--- config.mk ---
export PLATFORM = sky130hd
export DESIGN_NAME = pwrmode_ctl
export DESIGN_NICKNAME = d
export VERILOG_FILES = /design/src/rtl/pwrmode_pkg.sv /design/src/rtl/pwrmode_regs.sv /design/src/rtl/pwrmode_seq.sv /design/src/rtl/pwrmode_pulse.sv /design/src/rtl/pwrmode_hold.sv /design/src/rtl/pwrmode_ctl.sv
export SDC_FILE = /design/constraint.sdc
export NUM_CORES = 1
export LEC_CHECK = 0
export CORE_MARGIN = 4
export CORE_UTILIZATION = 43
export CTS_BUF_LIST = sky130_fd_sc_hd__clkbuf_8 sky130_fd_sc_hd__clkbuf_16
export DETAILED_ROUTE_END_ITERATION = 7
export HOLD_SLACK_MARGIN = 0.12
export PLACE_DENSITY_LB_ADDON = 0.08
export SYNTH_ARGS = -nofsm -noshare
export SYNTH_HDL_FRONTEND = slang
export SYNTH_SLANG_ARGS = --single-unit
--- constraint.sdc ---
create_clock -name clk -period 1.9 [get_ports clk]
set_input_delay 0.285 -clock clk [delete_from_list [all_inputs] [get_ports clk]]
set_output_delay 0.285 -clock clk [all_outputs]
set_load 0.03 [all_outputs]
--- src/rtl/pwrmode_pkg.sv ---
// Shared types and bit positions for the low-power mode control register.
// Assumes an 8-bit register; bit positions are fixed because software decodes them.
package pwrmode_pkg;

    typedef enum logic [1:0] {
        PM_RUN   = 2'd0,
        PM_SLEEP = 2'd1,
        PM_STOP  = 2'd2,
        PM_TBT   = 2'd3
    } pm_mode_e;

    localparam int BIT_STOP    = 7;
    localparam int BIT_SLEEP   = 6;
    localparam int BIT_HIZ     = 5;
    localparam int BIT_RSTN    = 4;
    localparam int BIT_TBTN    = 3;
    localparam int BIT_HALT_HI = 2;
    localparam int BIT_HALT_LO = 1;
    localparam int REG_W       = 8;

    localparam logic [REG_W-1:0] CTRL_RESET = 8'h18;

endpackage

--- src/rtl/pwrmode_regs.sv ---
// Stored fields of the control register (pin-float bit and halt code) and the
// read-back word. Command bits are not stored and read as their inactive values.
// Assumes writes are single-cycle strobes.
module pwrmode_regs
    import pwrmode_pkg::*;
(
    input  logic             clk,
    input  logic             rst_n,
    input  logic             wr_en,
    input  logic [REG_W-1:0] wr_data,
    output logic             hiz,
    output logic [1:0]       halt_code,
    output logic [REG_W-1:0] rd_data
);

    // Capture the stored fields on a write.
    always_ff @(posedge clk) begin
        if (!rst_n) begin
            hiz       <= 1'b0;
            halt_code <= 2'b00;
        end else if (wr_en) begin
            hiz       <= wr_data[BIT_HIZ];
            halt_code <= wr_data[BIT_HALT_HI:BIT_HALT_LO];
        end
    end

    // Build the read-back word: stored fields plus fixed command-bit values.
    always_comb begin
        rd_data              = CTRL_RESET;
        rd_data[BIT_STOP]    = 1'b0;
        rd_data[BIT_SLEEP]   = 1'b0;
        rd_data[BIT_HIZ]     = hiz;
        rd_data[BIT_RSTN]    = 1'b1;
        rd_data[BIT_TBTN]    = 1'b1;
        rd_data[BIT_HALT_HI:BIT_HALT_LO] = halt_code;
        rd_data[0]           = 1'b0;
    end

endmodule

--- src/rtl/pwrmode_seq.sv ---
// Low-power mode state machine. Accepts a request only in run mode, resolves
// simultaneous requests as stop > time-base-timer > sleep, and leaves the mode on cancel.
// Assumes the request lines are qualified by wr_en.
module pwrmode_seq
    import pwrmode_pkg::*;
(
    input  logic     clk,
    input  logic     rst_n,
    input  logic     wr_en,
    input  logic     req_stop,
    input  logic     req_tbt,
    input  logic     req_sleep,
    input  logic     cancel,
    output pm_mode_e mode
);

    // Advance the mode: leave on cancel, enter on a prioritized request.
    always_ff @(posedge clk) begin
        if (!rst_n) begin
            mode <= PM_RUN;
        end else if (mode != PM_RUN) begin
            if (cancel) mode <= PM_RUN;
        end else if (wr_en) begin
            if (req_stop)       mode <= PM_STOP;
            else if (req_tbt)   mode <= PM_TBT;
            else if (req_sleep) mode <= PM_SLEEP;
        end
    end

    AST_CANCEL_TO_RUN: assert property (@(posedge clk) disable iff (!rst_n)
        (mode != PM_RUN && cancel) |=> (mode == PM_RUN));

    AST_STOP_WINS: assert property (@(posedge clk) disable iff (!rst_n)
        (mode == PM_RUN && wr_en && req_stop) |=> (mode == PM_STOP));

    AST_TBT_OVER_SLEEP: assert property (@(posedge clk) disable iff (!rst_n)
        (mode == PM_RUN && wr_en && !req_stop && req_tbt) |=> (mode == PM_TBT));

    AST_NO_MODE_SWITCH: assert property (@(posedge clk) disable iff (!rst_n)
        ($past(mode) != PM_RUN && mode != PM_RUN) |-> (mode == $past(mode)));

endmodule

--- src/rtl/pwrmode_pulse.sv ---
// Fixed-length internal reset pulse generator. A trigger (re)starts a pulse of
// LEN cycles beginning in the next cycle. Assumes LEN >= 1.
module pwrmode_pulse #(
    parameter int LEN = 3
) (
    input  logic clk,
    input  logic rst_n,
    input  logic fire,
    output logic pulse_o
);

    generate
        if (LEN == 1) begin : g_single
            logic q;
            // A one-cycle pulse needs only a flop.
            always_ff @(posedge clk) begin
                if (!rst_n) q <= 1'b0;
                else        q <= fire;
            end
            assign pulse_o = q;
        end else begin : g_count
            localparam int CW = $clog2(LEN + 1);
            logic [CW-1:0] cnt;
            // Load the pulse length on a trigger and count it down.
            always_ff @(posedge clk) begin
                if (!rst_n)          cnt <= '0;
                else if (fire)       cnt <= CW'(LEN);
                else if (cnt != '0)  cnt <= cnt - 1'b1;
            end
            assign pulse_o = (cnt != '0);
        end
    endgenerate

    AST_PULSE_HAS_TRIGGER: assert property (@(posedge clk) disable iff (!rst_n)
        $rose(pulse_o) |-> $past(fire));

endmodule

--- src/rtl/pwrmode_hold.sv ---
// CPU clock hold-off for intermittent operation. A peripheral request sampled
// while idle drops the enable for 0, BASE, 2*BASE or 4*BASE cycles, as set by the code.
// Assumes requests during a hold are to be ignored.
module pwrmode_hold #(
    parameter int HALT_BASE = 8
) (
    input  logic       clk,
    input  logic       rst_n,
    input  logic       req,
    input  logic [1:0] code,
    output logic       clk_en
);

    localparam int MAX_LEN = HALT_BASE * 4;
    localparam int CW      = $clog2(MAX_LEN + 1);

    logic [CW-1:0] cnt;

    // Map a halt code to its hold length in cycles.
    function automatic logic [CW-1:0] len_of(input logic [1:0] c);
        case (c)
            2'd0:    len_of = '0;
            2'd1:    len_of = CW'(HALT_BASE);
            2'd2:    len_of = CW'(HALT_BASE * 2);
            default: len_of = CW'(MAX_LEN);
        endcase
    endfunction

    // Count a hold down, or start a new one when idle.
    always_ff @(posedge clk) begin
        if (!rst_n)          cnt <= '0;
        else if (cnt != '0)  cnt <= cnt - 1'b1;
        else if (req)        cnt <= len_of(code);
    end

    assign clk_en = (cnt == '0);

    AST_HOLD_NEEDS_REQ: assert property (@(posedge clk) disable iff (!rst_n)
        $fell(clk_en) |-> $past(req && code != 2'd0));

    AST_ZERO_CODE_NO_HOLD: assert property (@(posedge clk) disable iff (!rst_n)
        (clk_en && code == 2'd0) |=> clk_en);

endmodule

--- src/rtl/pwrmode_ctl.sv ---
// Top of the low-power mode control register: decodes a byte write into stored
// fields, one-shot mode requests and a reset trigger, and drives the mode, pin-float,
// reset-pulse and CPU-clock-enable outputs. Assumes a single clock domain.
module pwrmode_ctl
    import pwrmode_pkg::*;
#(
    parameter int RST_LEN   = 3,
    parameter int HALT_BASE = 8
) (
    input  logic       clk,
    input  logic       rst_n,
    input  logic       wr_en_i,
    input  logic [7:0] wr_data_i,
    output logic [7:0] rd_data_o,
    input  logic       cancel_i,
    input  logic       periph_req_i,
    output logic       mode_sleep_o,
    output logic       mode_stop_o,
    output logic       mode_tbt_o,
    output logic       pin_hiz_o,
    output logic       int_rst_o,
    output logic       cpu_clk_en_o
);

    logic       hiz;
    logic [1:0] halt_code;
    pm_mode_e   mode;
    logic       rst_fire;

    assign rst_fire = wr_en_i && !wr_data_i[BIT_RSTN];

    pwrmode_regs u_regs (
        .clk       (clk),
        .rst_n     (rst_n),
        .wr_en     (wr_en_i),
        .wr_data   (wr_data_i),
        .hiz       (hiz),
        .halt_code (halt_code),
        .rd_data   (rd_data_o)
    );

    pwrmode_seq u_seq (
        .clk       (clk),
        .rst_n     (rst_n),
        .wr_en     (wr_en_i),
        .req_stop  (wr_data_i[BIT_STOP]),
        .req_tbt   (!wr_data_i[BIT_TBTN]),
        .req_sleep (wr_data_i[BIT_SLEEP]),
        .cancel    (cancel_i),
        .mode      (mode)
    );

    pwrmode_pulse #(.LEN(RST_LEN)) u_pulse (
        .clk     (clk),
        .rst_n   (rst_n),
        .fire    (rst_fire),
        .pulse_o (int_rst_o)
    );

    pwrmode_hold #(.HALT_BASE(HALT_BASE)) u_hold (
        .clk    (clk),
        .rst_n  (rst_n),
        .req    (periph_req_i),
        .code   (halt_code),
        .clk_en (cpu_clk_en_o)
    );

    // Decode the mode and gate the pin-float control to the deep modes.
    always_comb begin
        mode_sleep_o = (mode == PM_SLEEP);
        mode_stop_o  = (mode == PM_STOP);
        mode_tbt_o   = (mode == PM_TBT);
        pin_hiz_o    = hiz && (mode == PM_STOP || mode == PM_TBT);
    end

    AST_ONE_MODE: assert property (@(posedge clk) disable iff (!rst_n)
        $onehot0({mode_sleep_o, mode_stop_o, mode_tbt_o}));

    AST_HIZ_DEEP_ONLY: assert property (@(posedge clk) disable iff (!rst_n)
        pin_hiz_o |-> (mode_stop_o || mode_tbt_o));

    AST_RESET_STATE: assert property (@(posedge clk) disable iff (!rst_n)
        $past(!rst_n) |-> (rd_data_o == CTRL_RESET && !int_rst_o && cpu_clk_en_o
                           && !mode_sleep_o && !mode_stop_o && !mode_tbt_o));

    AST_RESET_PULSE_SOURCE: assert property (@(posedge clk) disable iff (!rst_n)
        $rose(int_rst_o) |-> $past(wr_en_i && !wr_data_i[BIT_RSTN]));

endmodule

-- Yosys cells after proc, flatten, opt, wreduce, memory -nomap -nowiden
Cells that the tools add are included.
- multiplexer cells: 11
- shift-type cells: 0
- reduce and logical (&&, ||, !) cells: 13
- multipliers: 0
- divide/modulo/power cells: 0
- bitwise gates (word level): 0
- magnitude comparators: 0
- eq/ne operators: 7
- add/subtract/negate cells: 2
- operators by type and width (cell ; count):
    $pmux 6 s3 ; 1
    $mux 2 ; 8
    $mux 6 ; 2
    $reduce_bool 2->1 ; 5
    $eq 2x2->1 const B ; 3
    $logic_not 6->1 ; 1
    $reduce_bool 6->1 ; 1
    $sub 6x1->6 const B ; 1
    $eq 2x1->1 const B ; 2
    $ne 4x1->1 const B ; 1
    $reduce_and 3->1 ; 1
    $logic_and 1x1->1 ; 2
    $logic_not 2->1 ; 1
    $ne 2x2->1 const B ; 1
    $sub 2x1->2 const B ; 1
    $logic_not 1->1 ; 1
    $logic_or 1x1->1 ; 1
- bits in registers: 13
- latch bits: 0
- input port bits: 13
- memory bits (writable): 0
- logic and storage cells: 38
- output and inout port bits: 14
- memories kept: 0
- ROM bits: 0

-- Logic depth before layout (Yosys ltp)
- depth in word-level cells: 5
- depth in mapped cells: 5
- gate-level depth less buffers: 5

-- Hierarchy
From an unflattened synthesis, not the netlist that was laid out.
- cell total of the unflattened synthesis: 90
- area, all modules: 799.5 um2
- by module, submodules not included (module ; seq. area each (um2) ; cells each ; area an instance (um2) ; instances):
    pwrmode_hold ; 120.1 ; 44 ; 375.4 ; 1
    pwrmode_regs ; 60.1 ; 19 ; 176.4 ; 1
    pwrmode_seq ; 40.0 ; 11 ; 111.4 ; 1
    pwrmode_pulse ; 40.0 ; 10 ; 97.6 ; 1
    pwrmode_ctl ; 0.0 ; 6 ; 38.8 ; 1

-- Worst setup path before layout
OpenSTA, ideal clock, no wires.
- path kind: register to output
- start: register u_hold.cnt[0]
- end: output port cpu_clk_en_o
- slack: 0.522 ns
- arrival: 1.093 ns
- stages on the path, launching flop included: 5
- cell sequence: dfxtp_1 inv_1 ha_1 nand2b_1 nor2_2
- word-level cells in the longest chain between the ends: 1
- ends and longest elaborated chain (element ; RTL line ; text):
    from (decl) ; pwrmode_hold.sv:17 ; logic [CW-1:0] cnt;
    from (signal assigned) ; pwrmode_hold.sv:32 ; else if (cnt != '0) cnt <= cnt - 1'b1;
    from (signal assigned) ; pwrmode_hold.sv:33 ; else if (req) cnt <= len_of(code);
    $logic_not 6->1 ; pwrmode_hold.sv:36 ; assign clk_en = (cnt == '0);
    to (decl) ; pwrmode_ctl.sv:22 ; output logic cpu_clk_en_o
No other way between the ends.

-- Worst setup path in the final report
Same ends and word-level chain as after synthesis.

==> impl_metrics.py <==
metrics = {
    "placed_design": {
        "placement.io_buffers": 20,
        "detailedPlacementHpwl_mm": 1.111,
        "dpl_cell_area_um2": 953.4,
        "gp_congestion": 0.7925,
    },
    "routing": {
        "vias": 612,
        "totalWireLength_mm": 1.492,
        "drt_pass1_iterations": 4,
        "drt_iter0_markers": 18,
        "ant_nets": 0,
        "detail_route.vias_per_cell": 4.781,
        "route.detailed.wl_per_inst_um": 11.66,
        "drc": 0,
    },
    "run": {
        "max-cap-violations": 0,
    },
    "timing": {
        "timing.final.crit_share_pct": 93.75,
        "setup_tns_ns": 0,
        "report.final.setup_viol": 0,
        "report.final.hold_viol_count": 0,
        "holdWs_ns": 0.5194,
        "finalWorstPathRequiredPeriod_ns": 1.781,
        "fin_skew_ns": 0.002294,
        "grt_setup_unrepaired": "false",
        "report.final.slew_viol_count": 0,
        "max_clock_freq_mhz": 561.4,
    },
    "status": {
        "run_status": "finished clean",
    },
    "critical_path": {
        "beginning_of_the_critical_path": "u_hold.cnt[0]$_SDFFE_PN0P_",
        "max_stage_delay_ns": 0.33,
        "number_of_gates_on_the_worst_path_with_buffers_counted": 5,
        "critical_path.cell_chain": "inv_1 -> ha_1 -> nand2b_1 -> nor2_2 -> buf_4",
        "timing.critical_path.buf_inv": 2,
        "timing.setup.critical_path_class": "register to output port",
        "cpMaxStageDelayCell": "dfxtp_1",
        "r2r_start": "u_hold.cnt[0]$_SDFFE_PN0P_",
        "critPathLaunchType": "register",
        "worstPathRequired_ns": 1.62,
        "crit_family": "simple AND/OR/NAND/NOR gates",
        "path_max_fanout": 5,
        "worst_ep_arrival_time_ns": 1.50,
        "endpoint_kind": "output port",
        "r2r.worst_path.cells": 5,
    },
    "layout": {
        "finalInstanceArea_um2": 1001,
        "fin_nets": 121,
        "area_delta_synth_final_pct": 30.51,
        "num_antenna_cells": 0,
        "layout-drive-gt1-share_pct": 9.615,
    },
    "synth": {
        "synth-xor-area-share_pct": 3.426,
        "number_of_distinct_library_cell_variants_in_the_gate_level_netlist_after_synthesis": 32,
        "yosys.area_share.simple_pct": 25.61,
        "portion_of_the_post_synthesis_area_used_by_sequential_elements_pct": 33.93,
        "mapped_area_um2": 767.0,
        "synth.ff_latch_count": 13,
        "synth_mux_area_share_pct": 5.383,
        "ys_warn_count": 0,
        "fraction_of_registers_with_async_set_or_reset_after_synthesis_pct": 0,
        "postSynthAreaPerCell_um2": 9.023,
        "synth_top_flop_cell": "dfxtp_1",
        "synth_fa_ha_area_share_pct": 4.894,
        "netlist_instances": 85,
        "main_combinational_cell_family_by_area_after_synthesis": "simple AND/OR/NAND/NOR gates",
        "synth_enable_flop_cells": 0,
        "compound_cell_area_share_of_the_yosys_netlist_pct": 15.99,
    },
    "floorplanning": {
        "start_util_pct": 48.12,
        "number_of_primary_i_o_pins": 27,
        "dieHeight_um": 50.24,
        "fp.dieW_um": 50.24,
        "rows": 14,
        "design.die.area_um2": 2524,
        "placeableCoreArea_um2": 1594,
    },
    "grt": {
        "use_met3_pct": 4.142,
        "grtUsageTotal_pct": 12.52,
        "global_route.usage.met1_pct": 14.13,
        "gr-total-overflow": 0,
        "grt_pass1_wl_mm": 2.497,
        "grt_pass1_vias": 571,
        "grt_start_max_net_pins": 15,
        "grt_most_used_layer": "met2",
        "grt_use_met2_pct": 21.30,
        "number_of_antenna_violations_at_the_first_check_in_global_routing": 0,
    },
    "clocking": {
        "cts.root.buffer_cell": "clkbuf_8",
        "cts.clk_slew.worst_paths_ns": 0.05,
        "tritoncts": "built",
        "htreeDepth": 1,
        "cts_buffers": 3,
        "cts_max_path_buffers": 2,
        "cts_sinks": 13,
        "worst_skew_pair.late_latency_ns": 0.24,
    },
    "hold_path": {
        "hold-path-cell-count": 2,
        "min-delay-path-class": "register to register",
        "min-delay-start": "u_hold.cnt[0]$_SDFFE_PN0P_",
    },
    "pwr": {
        "ir_drop_mv": 1.036,
        "power_density_nw_per_um2": 1333,
        "p_leak_nw": 0.4360,
    },
}
per-stage QoR:
step	cells	worst slack, ns	power (mW)	util (%)
4_1_cts	128	0.02143	1.342	62.64
3_5_place_dp	124	0.2856	1.100	59.81
5_1_grt	128	0.01291	1.424	62.79
2_1_floorplan	88	0.5220	0.9386	-
3_3_place_gp	124	0.3082	1.086	59.81
6_report	128	0.1188	1.334	62.79
repair_timing:
action / 4_1_cts / 5_1_grt
hold buffers: 0 / 0
setup buffers: 0 / 0
setup endpoints to repair: 0 / 1
gates resized for setup: 0 / 1
final timing paths:
path	endpoint	slack, ns
min reg2reg	u_hold.cnt[0]$_SDFFE_PN0P_	0.52
min	u_hold.cnt[0]$_SDFFE_PN0P_	0.52
max	cpu_clk_en_o	0.12
max reg2reg	u_hold.cnt[4]$_SDFFE_PN0P_	0.39
cell usage in the layout (no fill, tap or decap), types with 2 or more instances in the layout:
master | synthesis | final
clkdlybuf4s50_1 | 0 | 18
conb_1 | 2 | 5
dfxtp_1 | 13 | 13
ha_1 | 3 | 3
nor4b_1 | 3 | 3
nor3_1 | 2 | 2
nor2b_1 | 8 | 8
mux2i_1 | 3 | 3
nand2b_1 | 3 | 3
or3_4 | 2 | 2
o211a_1 | 2 | 2
nand2_1 | 4 | 4
nor2_1 | 2 | 2
inv_1 | 6 | 7
and2_1 | 2 | 2
xor2_1 | 3 | 3
a21boi_0 | 4 | 4
clkbuf_8 | 0 | 3
o21a_1 | 2 | 2
report_power, final:
| group | total [mW] | switching (mW) | leakage (nW) | internal [mW] |
|---|---|---|---|---|
| registers | 0.425 | 0.0718 | 0.108 | 0.353 |
| clock network | 0.234 | 0.0916 | 0.0269 | 0.142 |
| logic | 0.675 | 0.358 | 0.301 | 0.317 |
cell usage after synthesis (2+ instances only):
| cell | number | area, µm² |
|---|---|---|
| a21boi_0 | 4 | 30.03 |
| and2_1 | 2 | 12.51 |
| buf_4 | 6 | 45.04 |
| clkbuf_1 | 2 | 7.510 |
| conb_1 | 2 | 7.510 |
| dfxtp_1 | 13 | 260.3 |
| ha_1 | 3 | 37.54 |
| inv_1 | 6 | 22.52 |
| mux2i_1 | 3 | 30.03 |
| nand2_1 | 4 | 15.01 |
| nand2b_1 | 3 | 18.77 |
| nor2_1 | 2 | 7.510 |
| nor2b_1 | 8 | 50.05 |
| nor3_1 | 2 | 10.01 |
| nor4b_1 | 3 | 26.28 |
| o211a_1 | 2 | 20.02 |
| o21a_1 | 2 | 15.01 |
| or3_4 | 2 | 22.52 |
| xor2_1 | 3 | 26.28 |
cell families (layout without fill, tap and decap cells):
| kind of cell | Yosys count | count (layout) |
|---|---|---|
| buffers and inverters | 14 | 30 |
| AO/OA/AOI/OAI | 15 | 15 |
| flip-flops | 13 | 13 |
| multiplexers | 4 | 4 |
| XOR/XNOR | 3 | 3 |
| other | 2 | 5 |
| adder cells (fa/ha/maj) | 3 | 3 |
| AND/OR/NAND/NOR | 31 | 31 |
worst register-to-register path, stage by stage, from the launching register on:
cell      delay (ns)
dfxtp_1         0.33
inv_1           0.13
ha_1            0.22
nand2b_1        0.15
and4b_1         0.22
o311a_1         0.34
layout make-up:
cell class / instances / area (µm²)
inverters: 6 / 22.52
well taps: 24 / 30.03
clock buffers: 3 / 41.29
clock inverters: 1 / 3.754
repair buffers: 20 / 200.2
fillers: 140 / 593.1
flip-flops and latches: 13 / 260.3
multi-input cells: 61 / 442.9
metal layers:
| metal | vias to the layer above | part of all wire (%) |
|---|---|---|
| li1 | 318 | - |
| met1 | 266 | 45 |
| met2 | 24 | 45 |
| met3 | 4 | 8.9 |
| met4 | 0 | 1.3 |
| met5 | - | 0 |
state kept, by name, indices dropped and copies added, names as in the netlist:
signal	flops
u_regs.halt_code	2
u_regs.hiz	1
u_pulse.g_count.cnt	2
u_hold.cnt	6
u_seq.mode	2
(Power assumes the default switching activity.)
